--- src/rtl/pathhdr_pkg.sv ---
package pathhdr_pkg;

   // Direction numbering; the index into each switch's inverse table.
   typedef enum logic [2:0] {
      DIR_EAST  = 3'd0,
      DIR_WEST  = 3'd1,
      DIR_NORTH = 3'd2,
      DIR_SOUTH = 3'd3,
      DIR_LOCAL = 3'd4
   } hop_dir_e;

   localparam int N_DIRS = 5;
   localparam int LFSR_W = 5;

endpackage

--- src/rtl/pathhdr_code_tables.sv ---
module pathhdr_code_tables
   import pathhdr_pkg::*;
#(
   parameter int NODES  = 64,
   parameter int CODE_W = 3,
   localparam int NODE_W = $clog2(NODES),
   localparam int TBL_W  = N_DIRS * CODE_W
) (
   input  logic              clk,
   input  logic              rst_n,
   input  logic              cfg_we,
   input  logic [NODE_W-1:0] cfg_node,
   input  logic [TBL_W-1:0]  cfg_codes,
   input  logic [NODE_W-1:0] rd_node,
   input  hop_dir_e          rd_dir,
   output logic [CODE_W-1:0] rd_code
);

   function automatic logic [TBL_W-1:0] ident_codes();
      logic [TBL_W-1:0] r;
      r = '0;
      for (int d = 0; d < N_DIRS; d++) begin
         r[d*CODE_W +: CODE_W] = CODE_W'(d);
      end
      return r;
   endfunction

   localparam logic [TBL_W-1:0] IDENT = ident_codes();

   logic [TBL_W-1:0] tbl [NODES];

   for (genvar n = 0; n < NODES; n++) begin : g_node
      logic [TBL_W-1:0] row_q;
      always_ff @(posedge clk or negedge rst_n) begin
         if (!rst_n) begin
            row_q <= IDENT;
         end else if (cfg_we && (cfg_node == NODE_W'(n))) begin
            row_q <= cfg_codes;
         end
      end
      assign tbl[n] = row_q;
   end

   logic [TBL_W-1:0] sel_row;
   always_comb begin
      sel_row = tbl[rd_node];
      rd_code = sel_row[int'(rd_dir)*CODE_W +: CODE_W];
   end

endmodule

--- src/rtl/pathhdr_route_step.sv ---
module pathhdr_route_step
   import pathhdr_pkg::*;
#(
   parameter int XW = 3,
   parameter int YW = 3
) (
   input  logic [XW-1:0] cur_x,
   input  logic [YW-1:0] cur_y,
   input  logic [XW-1:0] dst_x,
   input  logic [YW-1:0] dst_y,
   input  logic          local_sent,
   output hop_dir_e      dir,
   output logic [XW-1:0] nxt_x,
   output logic [YW-1:0] nxt_y,
   output logic          route_hop
);

   // X first, then Y, then one Local hop; anything after is padding.
   always_comb begin
      dir       = DIR_LOCAL;
      nxt_x     = cur_x;
      nxt_y     = cur_y;
      route_hop = 1'b0;
      if (cur_x < dst_x) begin
         dir = DIR_EAST;  nxt_x = cur_x + XW'(1); route_hop = 1'b1;
      end else if (cur_x > dst_x) begin
         dir = DIR_WEST;  nxt_x = cur_x - XW'(1); route_hop = 1'b1;
      end else if (cur_y < dst_y) begin
         dir = DIR_NORTH; nxt_y = cur_y + YW'(1); route_hop = 1'b1;
      end else if (cur_y > dst_y) begin
         dir = DIR_SOUTH; nxt_y = cur_y - YW'(1); route_hop = 1'b1;
      end else if (!local_sent) begin
         dir = DIR_LOCAL; route_hop = 1'b1;
      end
   end

endmodule

--- src/rtl/pathhdr_pad_lfsr.sv ---
module pathhdr_pad_lfsr
   import pathhdr_pkg::*;
#(
   parameter int              CODE_W = 3,
   parameter logic [LFSR_W-1:0] SEED = 5'h1F
) (
   input  logic              clk,
   input  logic              rst_n,
   input  logic              step,
   output logic [CODE_W-1:0] pad_code
);

   logic [LFSR_W-1:0] st_q;
   logic              fb;

   assign fb       = st_q[4] ^ st_q[2];
   assign pad_code = CODE_W'(st_q % LFSR_W'(N_DIRS));

   always_ff @(posedge clk or negedge rst_n) begin
      if (!rst_n) begin
         st_q <= SEED;
      end else if (step) begin
         st_q <= {st_q[LFSR_W-2:0], fb};
      end
   end

endmodule

--- src/rtl/pathhdr_builder.sv ---
module pathhdr_builder
   import pathhdr_pkg::*;
#(
   parameter int              MESH_X     = 8,
   parameter int              MESH_Y     = 8,
   parameter int              CODE_W     = 3,
   parameter int              PATH_SLOTS = MESH_X + MESH_Y - 1,
   parameter logic [LFSR_W-1:0] LFSR_SEED = 5'h1F,
   localparam int NODES  = MESH_X * MESH_Y,
   localparam int NODE_W = $clog2(NODES),
   localparam int XW     = $clog2(MESH_X),
   localparam int YW     = $clog2(MESH_Y),
   localparam int TBL_W  = N_DIRS * CODE_W,
   localparam int PATH_W = PATH_SLOTS * CODE_W,
   localparam int SLOT_W = $clog2(PATH_SLOTS + 1)
) (
   input  logic              clk,
   input  logic              rst_n,
   input  logic              cfg_we,
   input  logic [NODE_W-1:0] cfg_node,
   input  logic [TBL_W-1:0]  cfg_codes,
   input  logic              req_valid,
   input  logic [XW-1:0]     req_src_x,
   input  logic [YW-1:0]     req_src_y,
   input  logic [NODE_W-1:0] req_dst_node,
   output logic              busy,
   output logic              done,
   output logic [PATH_W-1:0] path_out
);

   // Elaboration-time parameter checks
   if (MESH_X < 2 || MESH_Y < 2) begin : g_bad_mesh
      $error("mesh needs at least two columns and two rows");
   end
   if ((1 << CODE_W) < N_DIRS) begin : g_bad_code
      $error("CODE_W too narrow for all directions");
   end
   if (PATH_SLOTS < MESH_X + MESH_Y - 1) begin : g_bad_slots
      $error("PATH_SLOTS cannot hold the longest route");
   end
   if (LFSR_SEED == '0) begin : g_bad_seed
      $error("LFSR_SEED must be nonzero");
   end

   logic              busy_q, done_q, local_q;
   logic [SLOT_W-1:0] slot_q;
   logic [XW-1:0]     cur_x_q, dst_x_q, nxt_x;
   logic [YW-1:0]     cur_y_q, dst_y_q, nxt_y;
   logic [PATH_W-1:0] path_q;
   hop_dir_e          hop_dir;
   logic              route_hop;
   logic [CODE_W-1:0] tbl_code, pad_code, hop_code;
   logic [NODE_W-1:0] cur_node;

   assign cur_node = NODE_W'(cur_y_q) * NODE_W'(MESH_X) + NODE_W'(cur_x_q);

   pathhdr_route_step #(.XW(XW), .YW(YW)) u_step (
      .cur_x      (cur_x_q),
      .cur_y      (cur_y_q),
      .dst_x      (dst_x_q),
      .dst_y      (dst_y_q),
      .local_sent (local_q),
      .dir        (hop_dir),
      .nxt_x      (nxt_x),
      .nxt_y      (nxt_y),
      .route_hop  (route_hop)
   );

   pathhdr_code_tables #(.NODES(NODES), .CODE_W(CODE_W)) u_tables (
      .clk       (clk),
      .rst_n     (rst_n),
      .cfg_we    (cfg_we),
      .cfg_node  (cfg_node),
      .cfg_codes (cfg_codes),
      .rd_node   (cur_node),
      .rd_dir    (hop_dir),
      .rd_code   (tbl_code)
   );

   pathhdr_pad_lfsr #(.CODE_W(CODE_W), .SEED(LFSR_SEED)) u_pad (
      .clk      (clk),
      .rst_n    (rst_n),
      .step     (busy_q && !route_hop),
      .pad_code (pad_code)
   );

   assign hop_code = route_hop ? tbl_code : pad_code;

   always_ff @(posedge clk or negedge rst_n) begin
      if (!rst_n) begin
         busy_q  <= 1'b0;
         done_q  <= 1'b0;
         local_q <= 1'b0;
         slot_q  <= '0;
         cur_x_q <= '0;
         cur_y_q <= '0;
         dst_x_q <= '0;
         dst_y_q <= '0;
         path_q  <= '0;
      end else begin
         done_q <= 1'b0;
         if (!busy_q) begin
            if (req_valid) begin
               busy_q  <= 1'b1;
               local_q <= 1'b0;
               slot_q  <= '0;
               cur_x_q <= req_src_x;
               cur_y_q <= req_src_y;
               dst_x_q <= XW'(req_dst_node % NODE_W'(MESH_X));
               dst_y_q <= YW'(req_dst_node / NODE_W'(MESH_X));
               path_q  <= '0;
            end
         end else begin
            path_q[int'(slot_q)*CODE_W +: CODE_W] <= hop_code;
            cur_x_q <= nxt_x;
            cur_y_q <= nxt_y;
            if (route_hop && hop_dir == DIR_LOCAL) begin
               local_q <= 1'b1;
            end
            if (slot_q == SLOT_W'(PATH_SLOTS - 1)) begin
               busy_q <= 1'b0;
               done_q <= 1'b1;
            end else begin
               slot_q <= slot_q + SLOT_W'(1);
            end
         end
      end
   end

   assign busy     = busy_q;
   assign done     = done_q;
   assign path_out = path_q;

endmodule

--- config.mk ---
export PLATFORM = sky130hd
export DESIGN_NAME = pathhdr_builder
export DESIGN_NICKNAME = d
export VERILOG_FILES = /design/src/rtl/pathhdr_pkg.sv /design/src/rtl/pathhdr_code_tables.sv /design/src/rtl/pathhdr_route_step.sv /design/src/rtl/pathhdr_pad_lfsr.sv /design/src/rtl/pathhdr_builder.sv
export SDC_FILE = /design/constraint.sdc
export NUM_CORES = 1
export LEC_CHECK = 0
export BUFFER_PORTS_ARGS = -buffer_cell sky130_fd_sc_hd__buf_2
export CORE_MARGIN = 5
export CORE_UTILIZATION = 45
export CTS_BUF_LIST = sky130_fd_sc_hd__clkbuf_4
export DETAILED_ROUTE_END_ITERATION = 16
export MAX_ROUTING_LAYER = met4
export PLACE_DENSITY = 0.59
export RECOVER_POWER = 100
export SLEW_MARGIN = 20
export SYNTH_ARGS = -nofsm -noshare
export SYNTH_HDL_FRONTEND = slang
export SYNTH_SLANG_ARGS = --single-unit
--- constraint.sdc ---
create_clock -name clk -period 3.65 [get_ports clk]
set_input_delay 0.73 -clock clk [delete_from_list [all_inputs] [get_ports clk]]
set_output_delay 0.73 -clock clk [all_outputs]
set_load 0.02 [all_outputs]
==> qor.csv <==
metric,value,unit
status,"finished, violations left",
violations,"max-capacitance violations, max-slew violations",
drv_slew,186,
finalSetupViolCount,0,
worstReg2RegEnd,path_out[12]$_DFFE_PN0P_,
max-slew-margin-rel,-0.565,
start_kind,register,
finalCriticalPeriod,3.50,ns
min-delay-path-class,primary input to register,
io_buffers,83,
ys_async_sr_fraction,1.00,
ys.warnings.count,0,
root_buffer,clkbuf_4,
synth-edff-count,0,
cts.htree.levels,5,
rr_startpoint,cur_x_q[0]$_DFFE_PN0P_,
pre_cts_ws,-0.0124,ns
area_delta_synth_final,13.1,%
crit_fanout,22,
cts-buffers-inserted,299,
syn_inst,3254,
end_kind,register,
rsz0062_at_grt,false,
routedWlPerCell,27.9,µm
timing.hold.ws,0.247,ns
cts_sinks,1029,
antenna_found_initial,16,
finalHoldViolCount,0,
drc,0,
synth_top_area_frac,0.362,
tightest_slew,2.35,ns
setup_tns,0,ns
cts_tree,built,
clock_latency,1.17,ns
ant_nets,0,
vias,31340,
syn-cell-area,48700,µm²
syn_area_per_cell,15.0,µm²
netlist_top_cells_count,"mux2_2 (978), dfrtp_1 (704), dfstp_2 (325)",
setup_slack,0.153,ns
n_fill_cell,9127,
final_layout_size_suffix_gt1_frac,0.575,
io_pins,84,
vdd_drop_max,0.527,mV
drt_iter0_drc,2159,
num_rows,120,
cts_buffer_depth,4,
maxCapViolCount,8,
arrival,4.48,ns
yosysSeqAreaShare,0.538,
rr_worst_depth,10,
start_util,0.454,
worstPathRequired,4.63,ns
finalClockSkew,0.0991,ns
firstDrtPassIters,7,
nets,3650,
path_class,register to register,
core-area,107000,µm²
clk_transition_reported_paths,0.07,ns
routed_wl,146,mm
max_freq,286,MHz
fin_crit_sh,0.958,
p_leak,0.0247,µW
powerDensity,719,nW/µm²
die_h,339,µm
grt_pass1_wl,219,mm
gp_congestion,0.926,
first_global_vias,33521,
grt_max_degree,96,
synth_area_leader_cell,dfrtp_1,
worstSetupStartpoint,cur_x_q[0]$_DFFE_PN0P_,
ys.flop_type,dfrtp_1,
gr-total-overflow,0,
die_w,339,µm
post-dp-hpwl,93.9,mm
synth_cell_types,77,
yosys.cell_count.top_type,mux2_2,
regToRegSetupSlack,0.15,ns
endpoint,path_out[12]$_DFFE_PN0P_,
synth_area_leaders,"dfrtp_1 (36%), mux2_2 (23%), dfstp_2 (18%), mux4_2 (9.8%), mux4_1 (1.5%)",
vias_per_cell,6.00,
die_area,115000,µm²
track_usage,0.260,
synth_nets,3305,
synth-seq-cells,1029,
layout by cell type (no fill, tap or decap), types with 9 or more instances in the layout:
cell,Yosys,layout
clkbuf_1,178,140
ha_1,12,12
a22oi_1,25,25
clkinv_1,0,32
nor4_1,21,21
a21oi_1,34,34
a2111oi_0,10,9
nand3_1,36,36
clkbuf_4,2,473
a31oi_1,10,10
mux4_2,211,211
nand2_1,131,131
dfstp_2,325,325
nor2b_1,20,20
o21ai_0,26,34
buf_2,32,32
mux4_1,28,28
nand2b_1,13,13
o31ai_1,27,27
inv_1,12,12
a32oi_1,22,22
nor3_1,26,26
buf_4,22,100
mux2i_1,64,64
o22ai_1,13,13
clkbuf_2,0,9
mux2_2,978,975
buf_12,5,27
nor2_1,85,83
dfrtp_1,704,700
dlygate4sd3_1,0,15
a221oi_1,10,10
report_power, final:
| group | internal, µW | total [µW] | switching (µW) |
|---|---|---|---|
| sequential | 13500 | 14500 | 1060 |
| combinational | 6000 | 14000 | 8050 |
| clock | 6170 | 11000 | 4870 |
critical path, cell delays in order, from the launching register on:
cell       delay, ns
dfrtp_4         0.47
buf_12          0.22
buf_12          0.25
mux4_1          0.58
mux2i_1         0.21
nor2_1          0.10
a2111oi_1       0.72
nor4_1          0.14
nand3_1         0.18
buf_4           0.27
o311ai_0        0.17
per-layer routing:
layer  routed length (µm)  track usage  vias up  part of all wire
met4                 3490       0.0734        0             0.024
met2                70000        0.408     1170              0.48
met5                    0            -        -                 0
li1                     -            -    13051                 -
met1                63200        0.345    16883              0.43
met3                 9370       0.0549      236             0.064
per-stage QoR:
step           std cells  total power, µW  utilization  instance area [µm²]
6_report            5226            39600        0.513                55000
5_1_grt             5225            41500        0.513                55000
4_1_cts             5218            39900        0.518                55600
3_5_place_dp        4686            28700        0.481                51600
3_3_place_gp        4686            28300        0.481                51600
2_1_floorplan       3254            23300            -                48700
worst min-delay path by stage:
stage                                   from                                   endpoint  slack (ns)  cells past startpoint
floorplan                              rst_n                             busy$_DFF_PN0_        0.43                      0
CTS                            cfg_codes[11]  u_tables.g_node[33].row_q[11]$_DFFE_PN0P_        0.07                      2
global route                   cfg_codes[11]  u_tables.g_node[33].row_q[11]$_DFFE_PN0P_        0.13                      2
detailed placement  path_out[28]$_DFFE_PN0P_                   path_out[28]$_DFFE_PN0P_        0.47                      2
finish                         cfg_codes[11]  u_tables.g_node[33].row_q[11]$_DFFE_PN0P_        0.25                      2
global placement      dst_y_q[0]$_DFFE_PN0P_                     dst_y_q[0]$_DFFE_PN0P_        0.47                      2
area by class of cell:
cell class,count,area [µm²],area share
repair buffers,327,2210,0.0402
multi-input cells,1927,21000,0.381
flip-flops and latches,1029,26200,0.476
clock inverters,46,313,0.00568
well taps,1403,1760,0.0319
clock buffers,471,3540,0.0643
inverters,15,56.3,0.00102
diodes,8,20.0,0.000364
logic make-up (layout without fill, tap and decap cells):
logic type / count (synthesis) / count (layout) / synth area share
muxes: 1281 / 1281 / 0.352
buffers and inverters: 298 / 859 / 0.0318
and+or+nand+nor: 383 / 383 / 0.0373
adders and majority gates: 14 / 14 / 0.00391
DFF: 1029 / 1029 / 0.538
other: 0 / 8 / 0
xor gates and xnor gates: 13 / 13 / 0.00234
AOI/OAI and AO/OA: 236 / 236 / 0.0347
flip-flops by register name, indices dropped and copies added (netlist names):
signal / flops
local_q: 1
u_tables.g_node.row_q: 960
dst_x_q: 3
cur_x_q: 3
busy: 1
dst_y_q: 3
path_out: 45
slot_q: 4
done: 1
cur_y_q: 3
u_pad.st_q: 5
timing repair:
action	CTS	global route
hold endpoints to repair	100	0
resized for setup	1	0
setup endpoints to repair	1	0
hold buffers	15	0
setup buffers	0	0
No activity file was read; power rests on OpenSTA's default activity.
